===== config.mk =====
export PLATFORM = sky130hd
export DESIGN_NAME = hdlc_line_coder
export DESIGN_NICKNAME = d
export VERILOG_FILES = /design/src/rtl/hlc_pkg.sv /design/src/rtl/hlc_nrzi_enc.sv /design/src/rtl/hlc_nrzi_dec.sv /design/src/rtl/hlc_tx_path.sv /design/src/rtl/hlc_rx_path.sv /design/src/rtl/hdlc_line_coder.sv
export SDC_FILE = /design/constraint.sdc
export NUM_CORES = 1
export LEC_CHECK = 0
export BUFFER_PORTS_ARGS = -buffer_cell sky130_fd_sc_hd__buf_4
export CAP_MARGIN = 20
export CORE_ASPECT_RATIO = 1.5
export CORE_UTILIZATION = 46
export CTS_BUF_LIST = sky130_fd_sc_hd__clkbuf_4 sky130_fd_sc_hd__clkbuf_8 sky130_fd_sc_hd__clkbuf_16
export DETAILED_ROUTE_END_ITERATION = 7
export GPL_TIMING_DRIVEN = 0
export PLACE_DENSITY = 0.74
export SETUP_SLACK_MARGIN = 0.02
export SLEW_MARGIN = 20
export SYNTH_ARGS = -nofsm -noshare
export SYNTH_HDL_FRONTEND = slang
export SYNTH_SLANG_ARGS = --single-unit

===== constraint.sdc =====
create_clock -name clk -period 2.1 [get_ports clk]
set_input_delay 0.21 -clock clk [delete_from_list [all_inputs] [get_ports clk]]
set_output_delay 0.21 -clock clk [all_outputs]
set_load 0.01 [all_outputs]

===== src/rtl/hlc_pkg.sv =====
`timescale 1ns/1ps
package hlc_pkg;

    localparam int CRC_MAX_W = 32;
    localparam int CNT_W     = $clog2(CRC_MAX_W + 1);

    typedef enum logic {
        CRC_16 = 1'b0,
        CRC_32 = 1'b1
    } crc_kind_e;

    typedef struct packed {
        logic      hdlc;
        logic      nrzi;
        crc_kind_e kind;
    } coder_cfg_t;

    localparam logic [CRC_MAX_W-1:0] CRC_PRESET = '1;
    localparam logic [15:0] POLY16_REFL   = 16'h8408;
    localparam logic [31:0] POLY32_REFL   = 32'hEDB8_8320;
    localparam logic [15:0] RESIDUE16     = 16'hF0B8;
    localparam logic [31:0] RESIDUE32     = 32'hDEBB_20E3;

    // One reflected CRC step: shift right, fold in the feedback bit.
    function automatic logic [CRC_MAX_W-1:0] crc_step(
        input logic [CRC_MAX_W-1:0] cur,
        input logic                 din,
        input crc_kind_e            kind
    );
        logic fb;
        logic [15:0] s16;
        fb = cur[0] ^ din;
        if (kind == CRC_16) begin
            s16 = (cur[15:0] >> 1) ^ (fb ? POLY16_REFL : 16'h0000);
            return {16'h0000, s16};
        end
        return (cur >> 1) ^ (fb ? POLY32_REFL : 32'h0000_0000);
    endfunction

    function automatic logic [CNT_W-1:0] fcs_len(input crc_kind_e kind);
        return (kind == CRC_16) ? CNT_W'(16) : CNT_W'(32);
    endfunction

    function automatic logic residue_ok(
        input logic [CRC_MAX_W-1:0] cur,
        input crc_kind_e            kind
    );
        if (kind == CRC_16) return cur[15:0] == RESIDUE16;
        return cur == RESIDUE32;
    endfunction

endpackage


===== src/rtl/hlc_nrzi_enc.sv =====
`timescale 1ns/1ps
module hlc_nrzi_enc (
    input  logic clk,
    input  logic rst,
    input  logic in_valid,
    input  logic in_bit,
    input  logic nrzi,
    output logic out_valid,
    output logic out_level
);
    logic level_nxt;

    always_comb begin
        if (nrzi) level_nxt = in_bit ? out_level : ~out_level;
        else      level_nxt = in_bit;
    end

    always_ff @(posedge clk) begin
        if (rst) begin
            out_level <= 1'b1;
            out_valid <= 1'b0;
        end else begin
            out_valid <= in_valid;
            if (in_valid) out_level <= level_nxt;
        end
    end

    AST_NRZI_ONE_HOLDS: assert property (@(posedge clk) disable iff (rst)
        (in_valid && nrzi && in_bit) |=> (out_level == $past(out_level)));
    AST_NRZI_ZERO_TOGGLES: assert property (@(posedge clk) disable iff (rst)
        (in_valid && nrzi && !in_bit) |=> (out_level != $past(out_level)));
    AST_NRZ_FOLLOWS_BIT: assert property (@(posedge clk) disable iff (rst)
        (in_valid && !nrzi) |=> (out_valid && out_level == $past(in_bit)));
endmodule


===== src/rtl/hlc_nrzi_dec.sv =====
`timescale 1ns/1ps
module hlc_nrzi_dec (
    input  logic clk,
    input  logic rst,
    input  logic in_valid,
    input  logic in_level,
    input  logic nrzi,
    output logic out_valid,
    output logic out_bit
);
    logic prev_level;
    logic bit_nxt;

    assign bit_nxt = nrzi ? (in_level == prev_level) : in_level;

    always_ff @(posedge clk) begin
        if (rst) begin
            prev_level <= 1'b1;
            out_valid  <= 1'b0;
            out_bit    <= 1'b0;
        end else begin
            out_valid <= in_valid;
            if (in_valid) begin
                out_bit    <= bit_nxt;
                prev_level <= in_level;
            end
        end
    end

    AST_DEC_VALID_FOLLOWS: assert property (@(posedge clk) disable iff (rst)
        in_valid |=> out_valid);
    AST_DEC_NO_SPURIOUS: assert property (@(posedge clk) disable iff (rst)
        !in_valid |=> !out_valid);
endmodule


===== src/rtl/hlc_tx_path.sv =====
`timescale 1ns/1ps
module hlc_tx_path
    import hlc_pkg::*;
(
    input  logic      clk,
    input  logic      rst,
    input  logic      hdlc,
    input  crc_kind_e kind,
    input  logic      tx_valid,
    input  logic      tx_bit,
    input  logic      tx_sof,
    input  logic      tx_eof,
    output logic      fcs_active,
    output logic      enc_valid,
    output logic      enc_bit
);
    logic [CRC_MAX_W-1:0] crc_q;
    logic [CRC_MAX_W-1:0] crc_base;
    logic [CRC_MAX_W-1:0] crc_nxt;
    logic [CRC_MAX_W-1:0] fcs_sh;
    logic [CNT_W-1:0]     fcs_cnt;
    logic                 accept;

    assign fcs_active = (fcs_cnt != '0);
    assign accept     = tx_valid && !fcs_active;
    assign crc_base   = tx_sof ? CRC_PRESET : crc_q;
    assign crc_nxt    = crc_step(crc_base, tx_bit, kind);
    assign enc_valid  = fcs_active || accept;
    assign enc_bit    = fcs_active ? fcs_sh[0] : tx_bit;

    always_ff @(posedge clk) begin
        if (rst) begin
            crc_q   <= CRC_PRESET;
            fcs_sh  <= '0;
            fcs_cnt <= '0;
        end else if (fcs_active) begin
            fcs_sh  <= fcs_sh >> 1;
            fcs_cnt <= fcs_cnt - 1'b1;
        end else if (accept) begin
            crc_q <= crc_nxt;
            if (tx_eof && hdlc) begin
                fcs_sh  <= ~crc_nxt;
                fcs_cnt <= fcs_len(kind);
            end
        end
    end

    AST_FCS_FOLLOWS_EOF: assert property (@(posedge clk) disable iff (rst)
        (accept && tx_eof && hdlc) |=> fcs_active);
    AST_SYNC_NO_FCS: assert property (@(posedge clk) disable iff (rst)
        (accept && !hdlc && !fcs_active) |=> !fcs_active);
endmodule


===== src/rtl/hlc_rx_path.sv =====
`timescale 1ns/1ps
module hlc_rx_path
    import hlc_pkg::*;
(
    input  logic       clk,
    input  logic       rst,
    input  coder_cfg_t cfg,
    input  logic       line_valid,
    input  logic       line_level,
    input  logic       line_sof,
    input  logic       line_eof,
    output logic       bit_valid,
    output logic       bit_out,
    output logic       done,
    output logic       crc_ok
);
    logic                 sof_q;
    logic                 eof_q;
    logic [CRC_MAX_W-1:0] crc_q;
    logic [CRC_MAX_W-1:0] crc_base;
    logic [CRC_MAX_W-1:0] crc_nxt;
    logic                 frame_end;

    hlc_nrzi_dec dec_i (
        .clk       (clk),
        .rst       (rst),
        .in_valid  (line_valid),
        .in_level  (line_level),
        .nrzi      (cfg.nrzi),
        .out_valid (bit_valid),
        .out_bit   (bit_out)
    );

    assign crc_base  = sof_q ? CRC_PRESET : crc_q;
    assign crc_nxt   = crc_step(crc_base, bit_out, cfg.kind);
    assign frame_end = bit_valid && eof_q && cfg.hdlc;

    always_ff @(posedge clk) begin
        if (rst) begin
            sof_q  <= 1'b0;
            eof_q  <= 1'b0;
            crc_q  <= CRC_PRESET;
            done   <= 1'b0;
            crc_ok <= 1'b0;
        end else begin
            sof_q <= line_valid && line_sof;
            eof_q <= line_valid && line_eof;
            done  <= frame_end;
            if (bit_valid) crc_q <= crc_nxt;
            if (frame_end) crc_ok <= residue_ok(crc_nxt, cfg.kind);
        end
    end

    AST_OK_MOVES_WITH_DONE: assert property (@(posedge clk) disable iff (rst)
        !$stable(crc_ok) |-> done);
    AST_SYNC_NO_DONE: assert property (@(posedge clk) disable iff (rst)
        (bit_valid && eof_q && !cfg.hdlc) |=> !done);
endmodule


===== src/rtl/hdlc_line_coder.sv =====
`timescale 1ns/1ps
module hdlc_line_coder
    import hlc_pkg::*;
(
    input  logic clk,
    input  logic rst,
    input  logic cfg_hdlc,
    input  logic cfg_nrzi,
    input  logic cfg_crc32,
    input  logic tx_valid,
    input  logic tx_bit,
    input  logic tx_sof,
    input  logic tx_eof,
    output logic tx_fcs_busy,
    output logic line_tx_valid,
    output logic line_tx,
    input  logic line_rx_valid,
    input  logic line_rx,
    input  logic line_rx_sof,
    input  logic line_rx_eof,
    output logic rx_valid,
    output logic rx_bit,
    output logic rx_done,
    output logic rx_crc_ok
);
    coder_cfg_t cfg;
    logic       enc_valid;
    logic       enc_bit;

    assign cfg.hdlc = cfg_hdlc;
    assign cfg.nrzi = cfg_nrzi;
    assign cfg.kind = cfg_crc32 ? CRC_32 : CRC_16;

    hlc_tx_path tx_i (
        .clk        (clk),
        .rst        (rst),
        .hdlc       (cfg.hdlc),
        .kind       (cfg.kind),
        .tx_valid   (tx_valid),
        .tx_bit     (tx_bit),
        .tx_sof     (tx_sof),
        .tx_eof     (tx_eof),
        .fcs_active (tx_fcs_busy),
        .enc_valid  (enc_valid),
        .enc_bit    (enc_bit)
    );

    hlc_nrzi_enc enc_i (
        .clk       (clk),
        .rst       (rst),
        .in_valid  (enc_valid),
        .in_bit    (enc_bit),
        .nrzi      (cfg.nrzi),
        .out_valid (line_tx_valid),
        .out_level (line_tx)
    );

    hlc_rx_path rx_i (
        .clk        (clk),
        .rst        (rst),
        .cfg        (cfg),
        .line_valid (line_rx_valid),
        .line_level (line_rx),
        .line_sof   (line_rx_sof),
        .line_eof   (line_rx_eof),
        .bit_valid  (rx_valid),
        .bit_out    (rx_bit),
        .done       (rx_done),
        .crc_ok     (rx_crc_ok)
    );

    AST_BUSY_BLOCKS_INPUT: assert property (@(posedge clk) disable iff (rst)
        (tx_fcs_busy && $past(tx_fcs_busy) && tx_valid) |=> line_tx_valid);
endmodule


Word level (Yosys, flattened, before mapping)
Cells that the tools add are included. Widths: inputs -> output; s select.

Register bits after elaboration: 111. Output and inout bits: 7. Logic and storage cells: 69.

Add/sub/neg operators: 1. Bitwise logic cells: 9. Reduce and logical (&&, ||, !) cells: 16. Mux-type cells: 25. Eq/ne operators: 4.

Operator list (number): $mux 32 (6); $mux 31 (3); $xor 31x32->32 (2); $eq 32x32->1 const B (1); $mux 16 (2); $not 32->32 (1); $xor 15x16->16 (2); $mux 6 (4); $eq 16x16->1 const B (1); $mux 1 (10); $reduce_and 2->1 (4); $logic_and 1x1->1 (6); $reduce_bool 6->1 (1); $sub 6x1->6 const B (1); $reduce_bool 2->1 (2); $ne 2x2->1 const B (1); $not 1->1 (2); $reduce_or 2->1 (1); $xor 1x1->1 (2); $eq 1x1->1 (1); $logic_not 1->1 (1); $logic_or 1x1->1 (1).

Logic depth before layout (Yosys ltp)
Depth in word-level cells: 9. Mapped depth: 9. Gate-level depth less buffers: 8.

By module
Synthesis repeated with hierarchy kept, for this count alone.

Cell total of the unflattened synthesis: 639. Area, all modules: 5303.8 µm².

By module, submodules not included: hlc_tx_path (times used 1, cells each 402, area each 3279.4 µm²); hlc_rx_path (times used 1, cells each 217, area each 1819.2 µm²); hlc_nrzi_dec (times used 1, cells each 11, area each 120.1 µm²); hlc_nrzi_enc (times used 1, cells each 9, area each 85.1 µm²).

Least setup slack after synthesis
OpenSTA, ideal clock, no wires.

Kind: reg2reg. From: reg tx_i.fcs_cnt[0]. To: reg tx_i.fcs_sh[18]. Path slack: 0.100 ns. Library setup time: 0.070 ns. Arrival time: 1.929 ns. Cell stages (with the launch flop): 9. Required time: 2.030 ns. Path through: dfxtp_1 > inv_1 > ha_1 > or3b_1 > nor3_4 > inv_2 > clkbuf_1 > or3_1 > a21oi_1.

Word-level cells in the longest chain between the ends: 5. Elaborated cells between the ends (all ways): 7. Those cells by class: mux (1); reduce/logical (6).

RTL lines: from (decl) (line hlc_tx_path.sv:21) `logic [CNT_W-1:0] fcs_cnt;`; from (signal assigned) (line hlc_tx_path.sv:38) `fcs_cnt <= fcs_cnt - 1'b1;`; from (signal assigned) (line hlc_tx_path.sv:43) `fcs_cnt <= fcs_len(kind);`; $reduce_bool 6->1 * (line hlc_tx_path.sv:24) `assign fcs_active = (fcs_cnt != '0);`; $logic_not 1->1 (line hlc_tx_path.sv:25) `assign accept = tx_valid && !fcs_active;`; $logic_and 1x1->1 (line hlc_tx_path.sv:25); $reduce_bool 2->1 (no line); $reduce_and 2->1 (no line); to (signal assigned) (line hlc_tx_path.sv:37) `fcs_sh <= fcs_sh >> 1;`; to (signal assigned) (line hlc_tx_path.sv:42) `fcs_sh <= ~crc_nxt;`; to (decl) (line hlc_tx_path.sv:20) `logic [CRC_MAX_W-1:0] fcs_sh;`.

Every way passes the cells marked *; elsewhere a longest branch is shown, timed or not. A chain may end at the register's enable or synchronous reset.

Worst setup path in the final report
From: reg tx_i.fcs_cnt[0]. To: out tx_fcs_busy.

Word-level cells in the longest chain between the ends: 1.

RTL lines: $reduce_bool 6->1 (line hlc_tx_path.sv:24); to (decl) (line hdlc_line_coder.sv:14) `output logic tx_fcs_busy,`.

No other way between the ends.

==> results.json <==
{
  "io_pins": 20,
  "hold_viol_final": 0,
  "core_region_area_sq_um": 10700,
  "n_fill_cell": 1013,
  "drt_drc_violations_left": 0,
  "die-area_sq_um": 11600,
  "post-place-ws_ns": -0.429,
  "irDropWorstVdd_mv": 0.831,
  "overflow": 0,
  "setup_tns_ns": 0,
  "yosysTopAreaCellShare_pct": 43.2,
  "worstPathMaxFanout": 4,
  "drtAntennaViolNets": 0,
  "cp.required_ns": 1.89,
  "power.share.clock_pct": 21.3,
  "setup_slack_ns": 0.0616,
  "root_buffer": "clkbuf_16",
  "p_per_area_nw_per_um2": 1290,
  "grt_max_degree": 19,
  "yosysTopAreaCell": "dfxtp_1",
  "fmax_mhz": 491,
  "utilization_pct": 55.3,
  "rrSetupSlack_ns": 0.08,
  "rsz0062_at_grt": "true",
  "pwr-share-seq_pct": 38.9,
  "grt_antenna_before_repair": 0,
  "drt_iter0_drc": 277,
  "internal-power_w": 0.00482,
  "route.vias.total": 4716,
  "hold_path_class": "in -> reg",
  "clock_path_buffers": 2,
  "path_clk_slew_ns": 0.07,
  "r2r-end": "rx_i.crc_ok",
  "worstMarginPinSlew_ns": 0.694,
  "area_delta_synth_final_pct": 15.1,
  "vias_per_cell": 5.79,
  "nets": 680,
  "hpwl_mm": 9.18,
  "synth_area_sq_um": 5140,
  "synthArstFlopShare_pct": 0,
  "sw_frac_of_total_pct": 36.8,
  "cts.sinks": 111,
  "synth.distinct_cells": 54,
  "syn_nets": 642,
  "finalCritPeriodShare_pct": 97.1,
  "gp_congestion": 0.833,
  "hold_depth": 2,
  "die_h_um": 132,
  "setup_viol": 0,
  "start_util_pct": 48.1,
  "regToRegStartpoint": "rx_i.dec_i.out_bit",
  "grt_pass1_wl_mm": 22.1,
  "avgSynthCellArea_sq_um": 8.19,
  "slew_headroom_pct": 53.8,
  "cts_buffers": 9,
  "slew_violations": 0,
  "clk_latency_ns": 0.35,
  "whs_ns": 0.0581,
  "ys_top_cells_by_area": "dfxtp_1 (43%), nor2_1 (9.3%), a211o_1 (6.1%), a21oi_1 (3.8%), clkbuf_1 (3.6%)",
  "synth-seq-cells": 111,
  "switching_power_w": 0.00280,
  "totalWireLength_mm": 13.4,
  "ys_seq_area_share_pct": 43.2,
  "arrival_ns": 1.83,
  "synthCells": 628,
  "comb_power_share_pct": 39.9,
  "cts_htree_levels": 3,
  "status": "finished clean",
  "synth_edf_count": 0,
  "ys_warn_count": 0,
  "whs_endpoint": "rx_i.sof_q",
  "io_buffers": 18,
  "routedWlPerCell_um": 16.5,
  "endpoint_kind": "primary output",
  "die_w_um": 88.4,
  "final.min_clock_period_ns": 2.04,
  "n_antenna_cell": 0,
  "grt_pass1_vias": 4610,
  "synth_ff_type": "dfxtp_1",
  "row_count": 46,
  "cap_violations": 0,
  "reg2reg_depth": 7,
  "p_leak_nw": 2.23,
  "cp-start-kind": "flop",
  "grt_usage_pct": 24.4,
  "cts_tree": "done",
  "drive_above_1_share_pct": 13.1,
  "min_from": "line_rx_sof",
  "clock_skew_ns": 0.00792,
  "critPathKind": "reg -> out",
  "drtPass1Iterations": 5
}
synth_stat cells, drive strengths merged, types with 2 or more instances:
| cell type | number |
|---|---|
| dfxtp | 111 |
| nand3b | 15 |
| a31oi | 3 |
| and3 | 10 |
| nor2 | 129 |
| nand4b | 4 |
| clkbuf | 49 |
| a211oi | 2 |
| mux2i | 5 |
| a21oi | 39 |
| inv | 7 |
| nand4 | 2 |
| o21a | 2 |
| a311oi | 11 |
| buf | 4 |
| or4 | 3 |
| nor4b | 4 |
| o21ai | 36 |
| nor3 | 9 |
| or2 | 9 |
| or3 | 12 |
| xor2 | 17 |
| nand2b | 6 |
| nor2b | 4 |
| xnor2 | 17 |
| nand2 | 45 |
| nand3 | 7 |
| a311o | 9 |
| a211o | 36 |
| or3b | 4 |
| and2 | 2 |
through the flow:
step | instances | total power (W) | cell area, sq um
after floorplan | 628 | 0.00478 | 5140
after detailed placement | 790 | 0.00549 | 5460
after global placement | 790 | 0.00539 | 5460
after CTS | 813 | 0.00756 | 5880
after global routing | 815 | 0.00807 | 5920
final | 815 | 0.00762 | 5920
state kept, by name (all words and copies together), names as in the netlist:
| signal | cells |
|---|---|
| rx_i.dec_i.out_bit | 1 |
| enc_i.out_valid | 1 |
| tx_i.crc_q | 32 |
| rx_i.crc_q | 32 |
| enc_i.out_level | 1 |
| rx_i.crc_ok | 1 |
| rx_i.dec_i.out_valid | 1 |
| rx_i.dec_i.prev_level | 1 |
| tx_i.fcs_cnt | 6 |
| tx_i.fcs_sh | 32 |
| rx_i.done | 1 |
| rx_i.eof_q | 1 |
| rx_i.sof_q | 1 |
how the worst max path moves through the flow:
stage	startpoint	to	slack, ns	cells after the start
6_report	tx_i.fcs_cnt[0]	tx_fcs_busy	0.06	7
5_1_grt	tx_i.fcs_cnt[0]	tx_fcs_busy	-0.03	7
4_1_cts	tx_i.fcs_cnt[0]	tx_fcs_busy	-0.09	8
3_5_place_dp	tx_i.fcs_cnt[0]	tx_i.fcs_sh[9]	-0.43	9
3_3_place_gp	tx_i.fcs_cnt[0]	tx_i.fcs_sh[10]	-0.39	9
2_1_floorplan	tx_i.fcs_cnt[0]	tx_i.fcs_sh[18]	0.10	8
cell families after synthesis:
group / Yosys count / share of synthesized area, %
mux: 6 / 1.19
xor+xnor: 34 / 5.79
flops: 111 / 43.2
buf+inv: 60 / 4.55
compound gates: 145 / 19.2
simple gates: 271 / 25.9
fa+ha+maj: 1 / 0.243
per-layer routing:
metal,routed length (um),share of wire [%],GRT usage [%],vias up
li1,-,-,-,2270
met1,5370,40,28.7,2265
met2,6900,51,41.4,149
met3,723,5.4,3.77,32
met4,441,3.3,12.6,0
met5,0,0,0,-
cells in the final DEF, fill, tap and decap left out, drive strengths merged, types with 2 or more instances in the layout:
| cell type | instances |
|---|---|
| a211o | 36 |
| a211oi | 2 |
| a21oi | 39 |
| a311o | 9 |
| a311oi | 11 |
| a31oi | 3 |
| and2 | 2 |
| and3 | 10 |
| buf | 31 |
| clkbuf | 59 |
| clkinv | 4 |
| dfxtp | 111 |
| inv | 8 |
| mux2i | 5 |
| nand2 | 45 |
| nand2b | 6 |
| nand3 | 7 |
| nand3b | 15 |
| nand4 | 2 |
| nand4b | 4 |
| nor2 | 129 |
| nor2b | 4 |
| nor3 | 9 |
| nor4b | 4 |
| o21a | 2 |
| o21ai | 36 |
| or2 | 9 |
| or3 | 12 |
| or3b | 4 |
| or4 | 3 |
| xnor2 | 17 |
| xor2 | 17 |
worst max-delay path: stages, from the launching register on:
cell and delay, ns:
dfxtp_2 0.33, inv_2 0.07, ha_4 0.14, or3b_4 0.39, nor3_4 0.19, inv_2 0.10
clkbuf_16 0.15, buf_6 0.11
final cells by class:
class,instances,area [sq um],area share (%)
plain buffers,52,258,4.35
clock buffers,10,233,3.93
clock inverters,6,46.3,0.782
inverters,7,26.3,0.444
multi-input cells,457,2740,46.2
flip-flops and latches,111,2220,37.6
well taps,144,180,3.04
repair buffers,28,218,3.68
power groups by stage:
stage | clock network, W | logic, W | registers (W)
after floorplan | 0 | 0.00186 | 0.00291
after global placement | 0 | 0.00244 | 0.00295
after detailed placement | 0 | 0.00251 | 0.00297
after CTS | 0.00164 | 0.00297 | 0.00294
after global routing | 0.00173 | 0.00333 | 0.00301
final | 0.00162 | 0.00304 | 0.00296
timing repair:
item | 4_1_cts | 5_1_grt
endpoints found under the setup margin | 79 | 73
hold buffers | 0 | 0
gates cloned | 0 | 0
pin swaps | 7 | 4
setup buffers | 7 | 3
gates resized for setup | 27 | 21
No activity file was read; power rests on OpenSTA's default activity.
